`src/rtl/nvseq_pkg.sv`:
```
// Package: shared types for the store/recall sequencer.
package nvseq_pkg;

    // Sequencer states
    typedef enum logic [2:0] {
        SEQ_OFF     = 3'd0,
        SEQ_RECALL  = 3'd1,
        SEQ_IDLE    = 3'd2,
        SEQ_STORE   = 3'd3,
        SEQ_RECOVER = 3'd4
    } seq_state_t;

    // Origin of the running store
    typedef enum logic {
        SRC_AUTO = 1'b0,
        SRC_REQ  = 1'b1
    } store_src_t;

endpackage

```
`src/rtl/nvseq_pulse_qual.sv`:
```
// Module: nvseq_pulse_qual
// Qualifies a low level on the shared line. It fires in the cycle that the
// line is seen low for the MIN_PULSE-th consecutive time while enabled.
// Assumes: line_low is already synchronous to clk. Enable drops once a store
// starts, so fire is a single-cycle pulse.
module nvseq_pulse_qual #(
    parameter int MIN_PULSE = 2
) (
    input  logic clk,
    input  logic rst_n,
    input  logic enable,
    input  logic line_low,
    output logic fire
);
    localparam int CNT_W = $clog2(MIN_PULSE + 1);

    logic [CNT_W-1:0] low_cnt;

    // Count consecutive qualified low samples, saturating at MIN_PULSE
    always_ff @(posedge clk) begin
        if (!rst_n) begin
            low_cnt <= '0;
        end else if (!enable || !line_low) begin
            low_cnt <= '0;
        end else if (low_cnt != CNT_W'(MIN_PULSE)) begin
            low_cnt <= low_cnt + CNT_W'(1);
        end
    end

    // Fire on the sample that completes the minimum width
    always_comb begin
        fire = enable && line_low && (low_cnt == CNT_W'(MIN_PULSE - 1));
    end
endmodule

```
`src/rtl/nvseq_window_timer.sv`:
```
// Module: nvseq_window_timer
// One-shot down counter. After load it reports running for CYCLES cycles.
// Assumes: a reload restarts the window at full length.
module nvseq_window_timer #(
    parameter int CYCLES = 100
) (
    input  logic clk,
    input  logic rst_n,
    input  logic load,
    output logic running
);
    localparam int CNT_W = $clog2(CYCLES + 2);

    logic [CNT_W-1:0] remain;

    // Load the window length, then count down to zero
    always_ff @(posedge clk) begin
        if (!rst_n) begin
            remain <= '0;
        end else if (load) begin
            remain <= CNT_W'(CYCLES);
        end else if (remain != '0) begin
            remain <= remain - CNT_W'(1);
        end
    end

    // Window is open while cycles remain
    always_comb begin
        running = (remain != '0);
    end
endmodule

```
`src/rtl/nvseq_copy_engine.sv`:
```
// Module: nvseq_copy_engine
// Walks the word address over the whole array, one word per clock.
// A start pulse makes it active from the next cycle at address 0. last marks
// the final word.
// Assumes: start is not raised while active.
module nvseq_copy_engine #(
    parameter int ADDR_W = 11
) (
    input  logic              clk,
    input  logic              rst_n,
    input  logic              start,
    output logic              active,
    output logic [ADDR_W-1:0] addr,
    output logic              last
);
    localparam logic [ADDR_W-1:0] TOP_ADDR = {ADDR_W{1'b1}};

    // Address sweep and activity flag
    always_ff @(posedge clk) begin
        if (!rst_n) begin
            active <= 1'b0;
            addr   <= '0;
        end else if (start) begin
            active <= 1'b1;
            addr   <= '0;
        end else if (active) begin
            if (addr == TOP_ADDR) begin
                active <= 1'b0;
                addr   <= '0;
            end else begin
                addr <= addr + ADDR_W'(1);
            end
        end
    end

    // Final-word marker
    always_comb begin
        last = active && (addr == TOP_ADDR);
    end
endmodule

```
`src/rtl/nv_store_recall_seq.sv`:
```
// Module: nv_store_recall_seq (top)
// Sequences power-up recall, automatic store on supply loss, store on the
// shared line or by software, software recall, and the post-store recovery
// lockout.
// Assumes: all inputs are synchronous to clk. AUTO_DRIVE_CYC <= 2**ADDR_W and
// RECOVER_CYC >= 1. With the defaults, MIN_PULSE_CYC + 1 cycles at 100 MHz
// keeps the busy latency under 300 ns.
module nv_store_recall_seq #(
    parameter int ADDR_W         = 11,
    parameter int MIN_PULSE_CYC  = 2,
    parameter int AUTO_DRIVE_CYC = 100,
    parameter int RECOVER_CYC    = 70
) (
    input  logic              clk,
    input  logic              rst_n,
    input  logic              supply_ok,
    input  logic              sbl_line,
    input  logic              sw_store_req,
    input  logic              sw_recall_req,
    output logic              sbl_drive_low,
    output logic              busy,
    output logic              access_inhibit,
    output logic [ADDR_W-1:0] copy_addr,
    output logic              store_wr,
    output logic              recall_wr
);
    import nvseq_pkg::*;

    localparam int RECOVER_LOAD = RECOVER_CYC - 1;

    seq_state_t state, state_nx;
    store_src_t src, src_nx;

    logic hw_fire, hw_enable;
    logic copy_start, copy_active, copy_last;
    logic auto_load, auto_running;
    logic recov_load, recov_running;

    // Shared-line request qualifier
    nvseq_pulse_qual #(.MIN_PULSE(MIN_PULSE_CYC)) u_qual (
        .clk      (clk),
        .rst_n    (rst_n),
        .enable   (hw_enable),
        .line_low (!sbl_line),
        .fire     (hw_fire)
    );

    // Array address sweep
    nvseq_copy_engine #(.ADDR_W(ADDR_W)) u_copy (
        .clk    (clk),
        .rst_n  (rst_n),
        .start  (copy_start),
        .active (copy_active),
        .addr   (copy_addr),
        .last   (copy_last)
    );

    // Pull-down window for the automatic store
    nvseq_window_timer #(.CYCLES(AUTO_DRIVE_CYC)) u_auto_win (
        .clk     (clk),
        .rst_n   (rst_n),
        .load    (auto_load),
        .running (auto_running)
    );

    // Post-store recovery window
    nvseq_window_timer #(.CYCLES(RECOVER_LOAD)) u_recov_win (
        .clk     (clk),
        .rst_n   (rst_n),
        .load    (recov_load),
        .running (recov_running)
    );

    // Line requests count only while idle with good supply
    always_comb begin
        hw_enable = (state == SEQ_IDLE) && supply_ok;
    end

    // Next-state decision, ranked: supply loss, store request, recall request
    always_comb begin
        state_nx   = state;
        src_nx     = src;
        copy_start = 1'b0;
        auto_load  = 1'b0;
        recov_load = 1'b0;
        unique case (state)
            SEQ_OFF: begin
                if (supply_ok) begin
                    state_nx   = SEQ_RECALL;
                    copy_start = 1'b1;
                end
            end
            SEQ_RECALL: begin
                if (copy_last) state_nx = SEQ_IDLE;
            end
            SEQ_IDLE: begin
                if (!supply_ok) begin
                    state_nx   = SEQ_STORE;
                    src_nx     = SRC_AUTO;
                    copy_start = 1'b1;
                    auto_load  = 1'b1;
                end else if (hw_fire || sw_store_req) begin
                    state_nx   = SEQ_STORE;
                    src_nx     = SRC_REQ;
                    copy_start = 1'b1;
                end else if (sw_recall_req) begin
                    state_nx   = SEQ_RECALL;
                    copy_start = 1'b1;
                end
            end
            SEQ_STORE: begin
                if (copy_last) begin
                    if (src == SRC_AUTO || !supply_ok) begin
                        state_nx = SEQ_OFF;
                    end else begin
                        state_nx   = SEQ_RECOVER;
                        recov_load = 1'b1;
                    end
                end
            end
            SEQ_RECOVER: begin
                if (!supply_ok) begin
                    state_nx   = SEQ_STORE;
                    src_nx     = SRC_AUTO;
                    copy_start = 1'b1;
                    auto_load  = 1'b1;
                end else if (!recov_running) begin
                    state_nx = SEQ_IDLE;
                end
            end
            default: state_nx = SEQ_OFF;
        endcase
    end

    // State and store-origin registers
    always_ff @(posedge clk) begin
        if (!rst_n) begin
            state <= SEQ_OFF;
            src   <= SRC_AUTO;
        end else begin
            state <= state_nx;
            src   <= src_nx;
        end
    end

    // Output decode
    always_comb begin
        busy           = (state == SEQ_RECALL) || (state == SEQ_STORE);
        access_inhibit = (state != SEQ_IDLE) || !supply_ok;
        store_wr       = copy_active && (state == SEQ_STORE);
        recall_wr      = copy_active && (state == SEQ_RECALL);
        sbl_drive_low  = auto_running || ((state == SEQ_STORE) && (src == SRC_REQ));
    end
endmodule

```
`config.mk`:
```
export PLATFORM = sky130hd
export DESIGN_NAME = nv_store_recall_seq
export DESIGN_NICKNAME = d
export VERILOG_FILES = /design/src/rtl/nvseq_pkg.sv /design/src/rtl/nvseq_pulse_qual.sv /design/src/rtl/nvseq_window_timer.sv /design/src/rtl/nvseq_copy_engine.sv /design/src/rtl/nv_store_recall_seq.sv
export SDC_FILE = /design/constraint.sdc
export NUM_CORES = 1
export LEC_CHECK = 0
export CAP_MARGIN = 20
export CORE_UTILIZATION = 30
export CTS_BUF_LIST = sky130_fd_sc_hd__clkbuf_2 sky130_fd_sc_hd__clkbuf_4 sky130_fd_sc_hd__clkbuf_8
export DETAILED_ROUTE_END_ITERATION = 8
export GPL_ROUTABILITY_DRIVEN = 0
export PLACE_DENSITY = 0.59
export SETUP_SLACK_MARGIN = 0.05
export SLEW_MARGIN = 20
export SYNTH_ARGS = -nofsm -noshare
export SYNTH_HDL_FRONTEND = slang
export SYNTH_HIERARCHICAL = 1
export SYNTH_SLANG_ARGS = --single-unit
```
`constraint.sdc`:
```
create_clock -name clk -period 2.3 [get_ports clk]
set_input_delay 0.46 -clock clk [delete_from_list [all_inputs] [get_ports clk]]
set_output_delay 0.46 -clock clk [all_outputs]
set_load 0.01 [all_outputs]
```
### After elaboration in Yosys (flattened, before gate mapping)

Index checks and enable logic that the tools add are counted.

* flip-flop bits (word level): 32
* word-level logic and storage cells: 91
* output and inout port bits: 16
* input bits: 6

* $add $sub $neg: 4
* mux-type cells: 32
* reduce and logical (&&, ||, !) cells: 29
* equality and inequality tests: 15
* bitwise gates (word level): 2

Operators by type and width (count)
* 2-to-1 mux 7 bit: 4
* 2-to-1 mux 3 bit: 9
* 2-to-1 mux 1 bit: 15
* one-hot mux 3 bit (5 select lines): 1
* nonzero test 7 bit: 2
* subtractor 7 x 1 -> 7 bit (second input constant): 2
* adder 11 x 1 -> 11 bit (second input constant): 1
* == test 11 bit (second input constant): 1
* 2-to-1 mux 11 bit: 1
* != test 2 bit (second input constant): 5
* OR reduction 2 bit: 5
* logical AND 1 bit: 7
* == test 3 x 2 -> 1 bit (second input constant): 2
* logical OR 1 bit: 6
* != test 3 x 2 -> 1 bit (second input constant): 2
* nonzero test 2 bit: 3
* AND reduction 5 bit: 1
* != test 4 x 3 -> 1 bit (second input constant): 1
* == test 3 x 1 -> 1 bit (second input constant): 1
* == test 3 bit (second input constant): 1
* zero test 1 bit: 3
* zero test 3 bit: 1
* != test 3 bit (second input constant): 1
* one-hot mux 1 bit (3 select lines): 1
* 5 further kinds: 6

### Depth between registers and ports, before layout

Gate-level depths: netlist of run 1.

* word-level depth: 9
* mapped depth: 10

### By module

The synthesis of run 1 kept the hierarchy.

Modules (own cells, without submodules)
* nvseq_copy_engine: cells an instance 56, times used 1, area an instance 524.3 µm², seq. area each 240.2 µm²
* nvseq_window_timer at u_recov_win: cells an instance 42, times used 1, area an instance 376.6 µm², seq. area each 140.1 µm²
* nv_store_recall_seq: cells an instance 46, times used 1, area an instance 366.6 µm², seq. area each 80.1 µm²
* nvseq_window_timer at u_auto_win: cells an instance 38, times used 1, area an instance 355.3 µm², seq. area each 140.1 µm²
* nvseq_pulse_qual: cells an instance 12, times used 1, area an instance 115.1 µm², seq. area each 40.0 µm²

### Worst setup path before layout of run 1

No wires, ideal clock.

* kind: register to register
* start point: reg u_copy.addr[0]
* end point: reg u_recov_win.remain[0]
* stages on the path, launching flop included: 10
* clock period less this slack: 2.078 ns
* required time: 2.222 ns
* setup time: 0.078 ns
* setup slack: 0.222 ns
* arrival: 2.000 ns
* cells stage by stage: dfxtp_1 -> ha_1 -> and3_1 -> nand3_1 -> nor2_1 -> nand4_1 -> nor3b_1 -> nand2b_1 -> nor2_1 -> nor3_1

* cells in the longest elaborated chain, start to end: 5

Ends and longest elaborated chain
* from (decl): RTL line nvseq_copy_engine.sv:13 `output logic [ADDR_W-1:0] addr,`
* from (signal assigned): RTL line nvseq_copy_engine.sv:31 `addr <= addr + ADDR_W'(1);`
* == test 11 bit (*): RTL line nvseq_copy_engine.sv:38 `last = active && (addr == TOP_ADDR);`
* logical AND 1 bit (*): RTL line nvseq_copy_engine.sv:38
* via copy_last: RTL line nv_store_recall_seq.sv:35 `logic copy_start, copy_active, copy_last;`
* 2-to-1 mux 1 bit (*): RTL line nv_store_recall_seq.sv:112 `if (copy_last) begin`
* 2-to-1 mux 1 bit (*): RTL line nv_store_recall_seq.sv:86 `unique case (state)`
* via recov_load: RTL line nv_store_recall_seq.sv:37 `logic recov_load, recov_running;`
* 2-to-1 mux 7 bit / nonzero test 2 bit (equally long branches)
* to (signal assigned): RTL line nvseq_window_timer.sv:21 `remain <= CNT_W'(CYCLES);`
* to (signal assigned): RTL line nvseq_window_timer.sv:23 `remain <= remain - CNT_W'(1);`
* to (decl): RTL line nvseq_window_timer.sv:14 `logic [CNT_W-1:0] remain;`

The timed path passes the listed nets; every way through them passes the cells marked *.
A chain may end at the register's enable or synchronous reset.

### Worst setup path after layout of run 1

* start point: reg u_auto_win.remain[5]
* end point: out sbl_drive_low

* cells in the longest elaborated chain, start to end: 2

Ends and longest elaborated chain
* from (decl): RTL line nvseq_window_timer.sv:14
* from (signal assigned): RTL line nvseq_window_timer.sv:21
* from (signal assigned): RTL line nvseq_window_timer.sv:23
* nonzero test 7 bit: RTL line nvseq_window_timer.sv:29 `running = (remain != '0);`
* via auto_running: RTL line nv_store_recall_seq.sv:36 `logic auto_load, auto_running;`
* logical OR 1 bit: RTL line nv_store_recall_seq.sv:152 `sbl_drive_low = auto_running || ((state == SEQ_STORE) && (src == SRC_REQ));`
* to (decl): RTL line nv_store_recall_seq.sv:20 `output logic sbl_drive_low,`

The timed path passes the listed nets, and every way through them passes these cells.

==> results of run 1 <==
## cell usage in the layout, fill, tap and decap left out, types with 7 or more instances in the layout
cell / count
dfxtp_1: 31
clkdlybuf4s50_1: 20
nor2_1: 17
buf_4: 15
inv_1: 11
xor2_1: 10
nand2_1: 9
nor3_1: 8
o21ai_0: 8
xnor2_1: 7
nand2b_1: 7
## critical path, cell delays in order (launching register included)
cell and delay, ns:
dfxtp_1 0.32, or4_4 0.56, nor2_4 0.14, inv_2 0.05
a31o_2 0.20, clkbuf_2 0.12
## report_power, final
group	internal, W	switching, W
logic	0.000395	0.000388
registers	0.000650	0.0000940
clock network	0.000320	0.000216
## sequential cells by signal, summed over array words and instances (netlist names)
name                flops
src                     1
state                   3
u_auto_win/remain       7
u_copy/active           1
u_copy/addr            11
u_qual/low_cnt          2
u_recov_win/remain      7
## area by class of cell
cell class / instances / area share (%)
Multi-Input combinational cell: 146 / 45.7
Sequential cell: 32 / 28.9
Timing Repair Buffer: 36 / 14.3
Tap cell: 72 / 4.05
Clock buffer: 5 / 3.10
Inverter: 12 / 2.03
Clock inverter: 3 / 1.91
## routing by layer
metal  GRT usage [%]  vias up
met5               0        -
met3            4.30        5
met4            3.89        0
met2            20.2       22
li1                -      776
met1            15.7      697
## logic make-up (layout without fill, tap and decap cells)
group	count (synthesis)	in the layout	share of synthesized area (%)
buffers and inverters	16	56	4.82
AOI/OAI and AO/OA	37	37	15.9
and+or+nand+nor	86	86	29.5
adders and majority gates	6	6	4.32
xor gates and xnor gates	17	17	8.57
DFF	32	32	36.9
## stage by stage
step                      total power, W  instances  hold WS (ns)  worst slack, ns  utilization [%]
after floorplan                  0.00132        194         0.469            0.222                -
after global placement           0.00151        296         0.487           0.0561             37.9
after detailed placement         0.00151        296         0.499           0.0174             37.9
after CTS                        0.00209        306         0.510           0.0596             40.1
after global routing             0.00222        306         0.540           0.0501             40.1
final                            0.00206        306         0.513            0.169             40.1
## worst max-delay path by stage
stage	start	end	slack, ns	cells after the start
after CTS	u_auto_win/remain[5]	sbl_drive_low	0.06	5
after global routing	u_copy/addr[0]	u_recov_win/remain[0]	0.05	10
final	u_auto_win/remain[5]	sbl_drive_low	0.17	5
after floorplan	u_copy/addr[0]	u_recov_win/remain[0]	0.22	9
after detailed placement	supply_ok	u_copy/addr[9]	0.02	9
after global placement	supply_ok	u_copy/addr[9]	0.06	9
## timing repair
item,CTS,global route
setup endpoints to repair,1,8
pin swaps,2,0
buffers inserted,2,0
resized for setup,2,3
==> impl_metrics.env, run 1 <==
export IMPL_outcome="finished clean"
export IMPL_syn_to_final_growth_pct=27.9
export IMPL_synth_top_area_share_pct=36.9
export IMPL_synth_flop_cell="dfxtp_1"
export IMPL_row_count=27
export IMPL_synth_cell_types=51
export IMPL_highest_layer="met4"
export IMPL_postPlaceCellArea_sq_um=2100
export IMPL_syn_area_per_cell_sq_um=8.96
export IMPL_grt_pass1_wl_um=6030
export IMPL_pwr_density_cell_nw_per_um2=929
export IMPL_synth_area_sq_um=1740
export IMPL_met2_wirelength_um=1600
export IMPL_crit_fanout=3
export IMPL_synth_most_common_cell="dfxtp_1"
export IMPL_drc_errors=0
export IMPL_yosysTopAreaCell="dfxtp_1"
export IMPL_die_w_um=78.1
export IMPL_synth_fp_nets=206
export IMPL_p_leak_nw=0.843
export IMPL_cts_tree="done"
export IMPL_worstHoldStart="u_qual/low_cnt[1]"
export IMPL_worst_pin_slew_ns=0.499
export IMPL_synth_edf_count=0
export IMPL_fmax_ghz=0.469
export IMPL_clockBufferDepth=2
export IMPL_worst_setup_path_type="flip-flop to primary output"
export IMPL_reg2reg_to="u_recov_win/remain[0]"
export IMPL_worstPathArrival_ns=1.67
export IMPL_synthTopCellsByArea="dfxtp_1 37%, xor2_1 5.0%, ha_1 4.3%"
export IMPL_clk_pin_slew_ns=0.07
export IMPL_min_period_ns=2.13
export IMPL_die_h_um=78.1
export IMPL_route_met3_wl_um=116
export IMPL_hold_violations=0
export IMPL_multiInputGateArea_sq_um=1020
export IMPL_grt_max_degree=13
export IMPL_finClkSkew_ns=0.00807
export IMPL_antenna_cells=0
export IMPL_async_flop_share_pct=0
export IMPL_grt_ovfl_total=0
export IMPL_grt_pass1_vias=1337
export IMPL_setup_viol=0
export IMPL_cts_root_buf="clkbuf_8"
export IMPL_drt_met1_wl_um=1740
export IMPL_register_area_sq_um=642
export IMPL_dieArea_sq_um=6100
export IMPL_vias=1500
export IMPL_yosysSeqAreaShare_pct=36.9
export IMPL_hold_buffers=0
export IMPL_core_area_sq_um=5540
export IMPL_vdd_drop_max_mv=0.581
export IMPL_htreeDepth=2
export IMPL_setup_tns_ns=0
export IMPL_min_to="u_qual/low_cnt[1]"
export IMPL_setup_worst_path_start_class="flip-flop"
export IMPL_firstDrtPassIters=4
export IMPL_first_iter_violations=86
export IMPL_fin_crit_sh_pct=92.7
export IMPL_ys_ff_latch=32
export IMPL_slew_headroom_pct=66.4
export IMPL_nets=245
export IMPL_yosys_warnings=6
export IMPL_clock_sinks=32
export IMPL_yosys_top_cells_count="32 x dfxtp_1, 18 x nor2_1, 11 x inv_1, 10 x xor2_1, 9 x nand2_1"
export IMPL_min_path_cells=2
export IMPL_max_cap_violations=0
export IMPL_slew_viol_final=0
export IMPL_pin_count=22
export IMPL_reg2reg_from="u_copy/addr[0]"
export IMPL_nFillCells=570
export IMPL_start_util_pct=31.4
export IMPL_clk_latency_ns=0.28
export IMPL_drive_gt1_share_pct=18.8
export IMPL_cp_required_ns=1.84
export IMPL_cts_buffers_inserted=5
export IMPL_reg2reg_depth=10
export IMPL_post_dp_hpwl_um=2600
export IMPL_grt_usage_pct=12.6
export IMPL_final_antenna_net_count=0
export IMPL_routed_wl_um=3500
export IMPL_fin_area_sq_um=2220
export IMPL_syn_instance_count=194
export IMPL_end_kind="primary output"
export IMPL_hold_class="flip-flop to flip-flop"
export IMPL_antenna_found_initial=0
export IMPL_reg2reg_setup_slack_ns=0.30
export IMPL_drt_wirelength_per_cell_um=11.4
export IMPL_portBuffers=21
export IMPL_rsz0062_at_grt="false"
export IMPL_viasPerCell=4.90
Note: power is estimated with default switching activity, not from simulation.
==> run 2, diff against run 1 <==
--- a/config.mk
+++ b/config.mk
@@ -6,6 +6,7 @@
 export NUM_CORES = 1
 export LEC_CHECK = 0
 export CAP_MARGIN = 20
+export CORE_MARGIN = 5
 export CORE_UTILIZATION = 30
 export CTS_BUF_LIST = sky130_fd_sc_hd__clkbuf_2 sky130_fd_sc_hd__clkbuf_4 sky130_fd_sc_hd__clkbuf_8
 export DETAILED_ROUTE_END_ITERATION = 8
==> run 2 against run 1 <==
Utilization fell by 0.15 points. Setup slack got worse by 0.070 ns. Via count fell by 2.2%. Critical endpoint unchanged.
==> impl_metrics.env, run 2 (synthesis gave the netlist of run 1 again) <==
export IMPL_final_common_cell="dfxtp_1"
export IMPL_cpMaxStageDelayCell="or4_4"
export IMPL_critPathMaxStageDelay_ns=0.57
export IMPL_portBuffers=21
export IMPL_routed_wl_um=3640
export IMPL_vias=1467
export IMPL_firstDrtPassIters=4
export IMPL_first_iter_violations=71
export IMPL_syn_to_final_growth_pct=28.1
export IMPL_die_h_um=86.1
export IMPL_nets=244
export IMPL_crit_fanout=3
export IMPL_min_period_ns=2.20
export IMPL_top_register="u_copy/addr"
export IMPL_dp_cells=295
export IMPL_drive_gt1_share_pct=19.3
export IMPL_setup_viol=0
export IMPL_grt_pass1_vias=1372
export IMPL_final_cell_mix="31 x dfxtp_1, 20 x clkdlybuf4s50_1, 17 x nor2_1"
export IMPL_grt_usage_pct=10.5
export IMPL_cts_root_buf="clkbuf_8"
export IMPL_cts_tree="done"
export IMPL_clk_latency_ns=0.28
export IMPL_setup_tns_ns=0
export IMPL_clock_sinks=32
export IMPL_slew_headroom_pct=68.7
export IMPL_dieArea_sq_um=7410
export IMPL_largest_registers="u_copy/addr (11), u_auto_win/remain (7), u_recov_win/remain (7)"
export IMPL_pwr_density_cell_nw_per_um2=939
export IMPL_end_kind="primary output"
export IMPL_start_util_pct=31.2
export IMPL_cts_buffers_inserted=5
export IMPL_worst_setup_path_type="flip-flop to primary output"
export IMPL_grt_max_degree=12
export IMPL_hold_violations=0
export IMPL_worstPathCellList="or4_4 -> nor2_4 -> inv_2 -> a31o_2 -> clkdlybuf4s15_2"
export IMPL_fin_cells=305
export IMPL_worst_pin_slew_ns=0.465
export IMPL_final_antenna_net_count=0
export IMPL_finClkSkew_ns=0.00592
export IMPL_drc_errors=0
export IMPL_antenna_cells=0
export IMPL_fin_crit_sh_pct=95.7
export IMPL_vdd_drop_max_mv=0.423
export IMPL_htreeDepth=2
export IMPL_fin_area_sq_um=2230
export IMPL_row_count=27
export IMPL_drt_wirelength_per_cell_um=11.9
export IMPL_hold_buffers=0
export IMPL_max_cap_violations=0
export IMPL_fmax_ghz=0.454
export IMPL_outcome="finished clean"
export IMPL_whs_ns=0.502
export IMPL_pin_count=22
export IMPL_antenna_found_initial=0
export IMPL_largest_reg_flops=11
export IMPL_worstPathArrival_ns=1.74
export IMPL_grt_ovfl_total=0
export IMPL_clk_pin_slew_ns=0.07
export IMPL_postPlaceCellArea_sq_um=2090
export IMPL_hold_class="flip-flop to flip-flop"
export IMPL_slew_viol_final=0
export IMPL_rsz0062_at_grt="true"
export IMPL_grt_pass1_wl_um=6260
export IMPL_clockBufferDepth=2
export IMPL_final_core_util_pct=40.0
export IMPL_post_dp_hpwl_um=2760
export IMPL_setup_worst_path_start_class="flip-flop"
export IMPL_viasPerCell=4.81
export IMPL_cp_required_ns=1.84
export IMPL_p_leak_nw=0.845
export IMPL_die_w_um=86.1
export IMPL_core_area_sq_um=5570
[run 2: cell types whose count changed in the layout (fill, tap and decap cells not counted), sizes merged]
cell	before	now
buf	15	14
clkdlybuf4s15	0	1
clkinvlp	1	0
[run 2: critical path: cells and delay by family, from the launching register on]
kind / cells / cell delay, ns
AO/OA/AOI/OAI: 1 / 0.20
AND/OR/NAND/NOR: 2 / 0.68
buffers and inverters: 2 / 0.27
flip-flops: 1 / 0.32
[run 2: metal layers]
metal  track usage [%]  vias up  share of wire, %
met5                 0        -                 0
met2              16.3       19                45
met4              4.32        0               1.6
li1                  -      768                 -
met1              13.5      673                49
met3              3.27        7               4.0
[run 2: final cells by class]
class / instances / area, sq um
multi-input combinational: 146 / 1020
fill: 556 / 3350
clock buffer: 6 / 76.3
sequential: 32 / 642
tap: 72 / 90.1
inverter: 12 / 45.0
clock inverter: 2 / 35.0
timing repair buffer: 35 / 317
[run 2: per-stage QoR]
stage / power (W) / worst slack, ns
after floorplan: 0.00132 / 0.222
after global placement: 0.00151 / 0.0770
after detailed placement: 0.00152 / -0.00740
after CTS: 0.00208 / 0.0566
after global routing: 0.00224 / 0.0311
final: 0.00209 / 0.0987
[run 2: power by group]
group | leakage (nW) | internal [W] | total [W] | switching (W)
combinational | 0.525 | 0.000408 | 0.000807 | 0.000399
sequential | 0.262 | 0.000651 | 0.000746 | 0.0000948
clock | 0.0586 | 0.000333 | 0.000539 | 0.000206
total | 0.845 | 0.00139 | 0.00209 | 0.000699
[run 2: repair_timing]
| item | CTS | global route |
|---|---|---|
| gates cloned | 0 | 0 |
| pin swaps | 2 | 2 |
| setup buffers | 1 | 1 |
| gates resized for setup | 4 | 3 |
| endpoints found under the hold margin | 0 | 0 |
| setup endpoints to repair | 1 | 6 |
[run 2: path summary, 6_finish.rpt]
path	start	to	slack (ns)	cells after the start
min	u_auto_win/remain[3]	u_auto_win/remain[3]	0.50	2
max reg2reg	u_copy/addr[0]	u_recov_win/remain[0]	0.25	10
max	u_auto_win/remain[2]	sbl_drive_low	0.1	5
min reg2reg	u_auto_win/remain[3]	u_auto_win/remain[3]	0.50	2
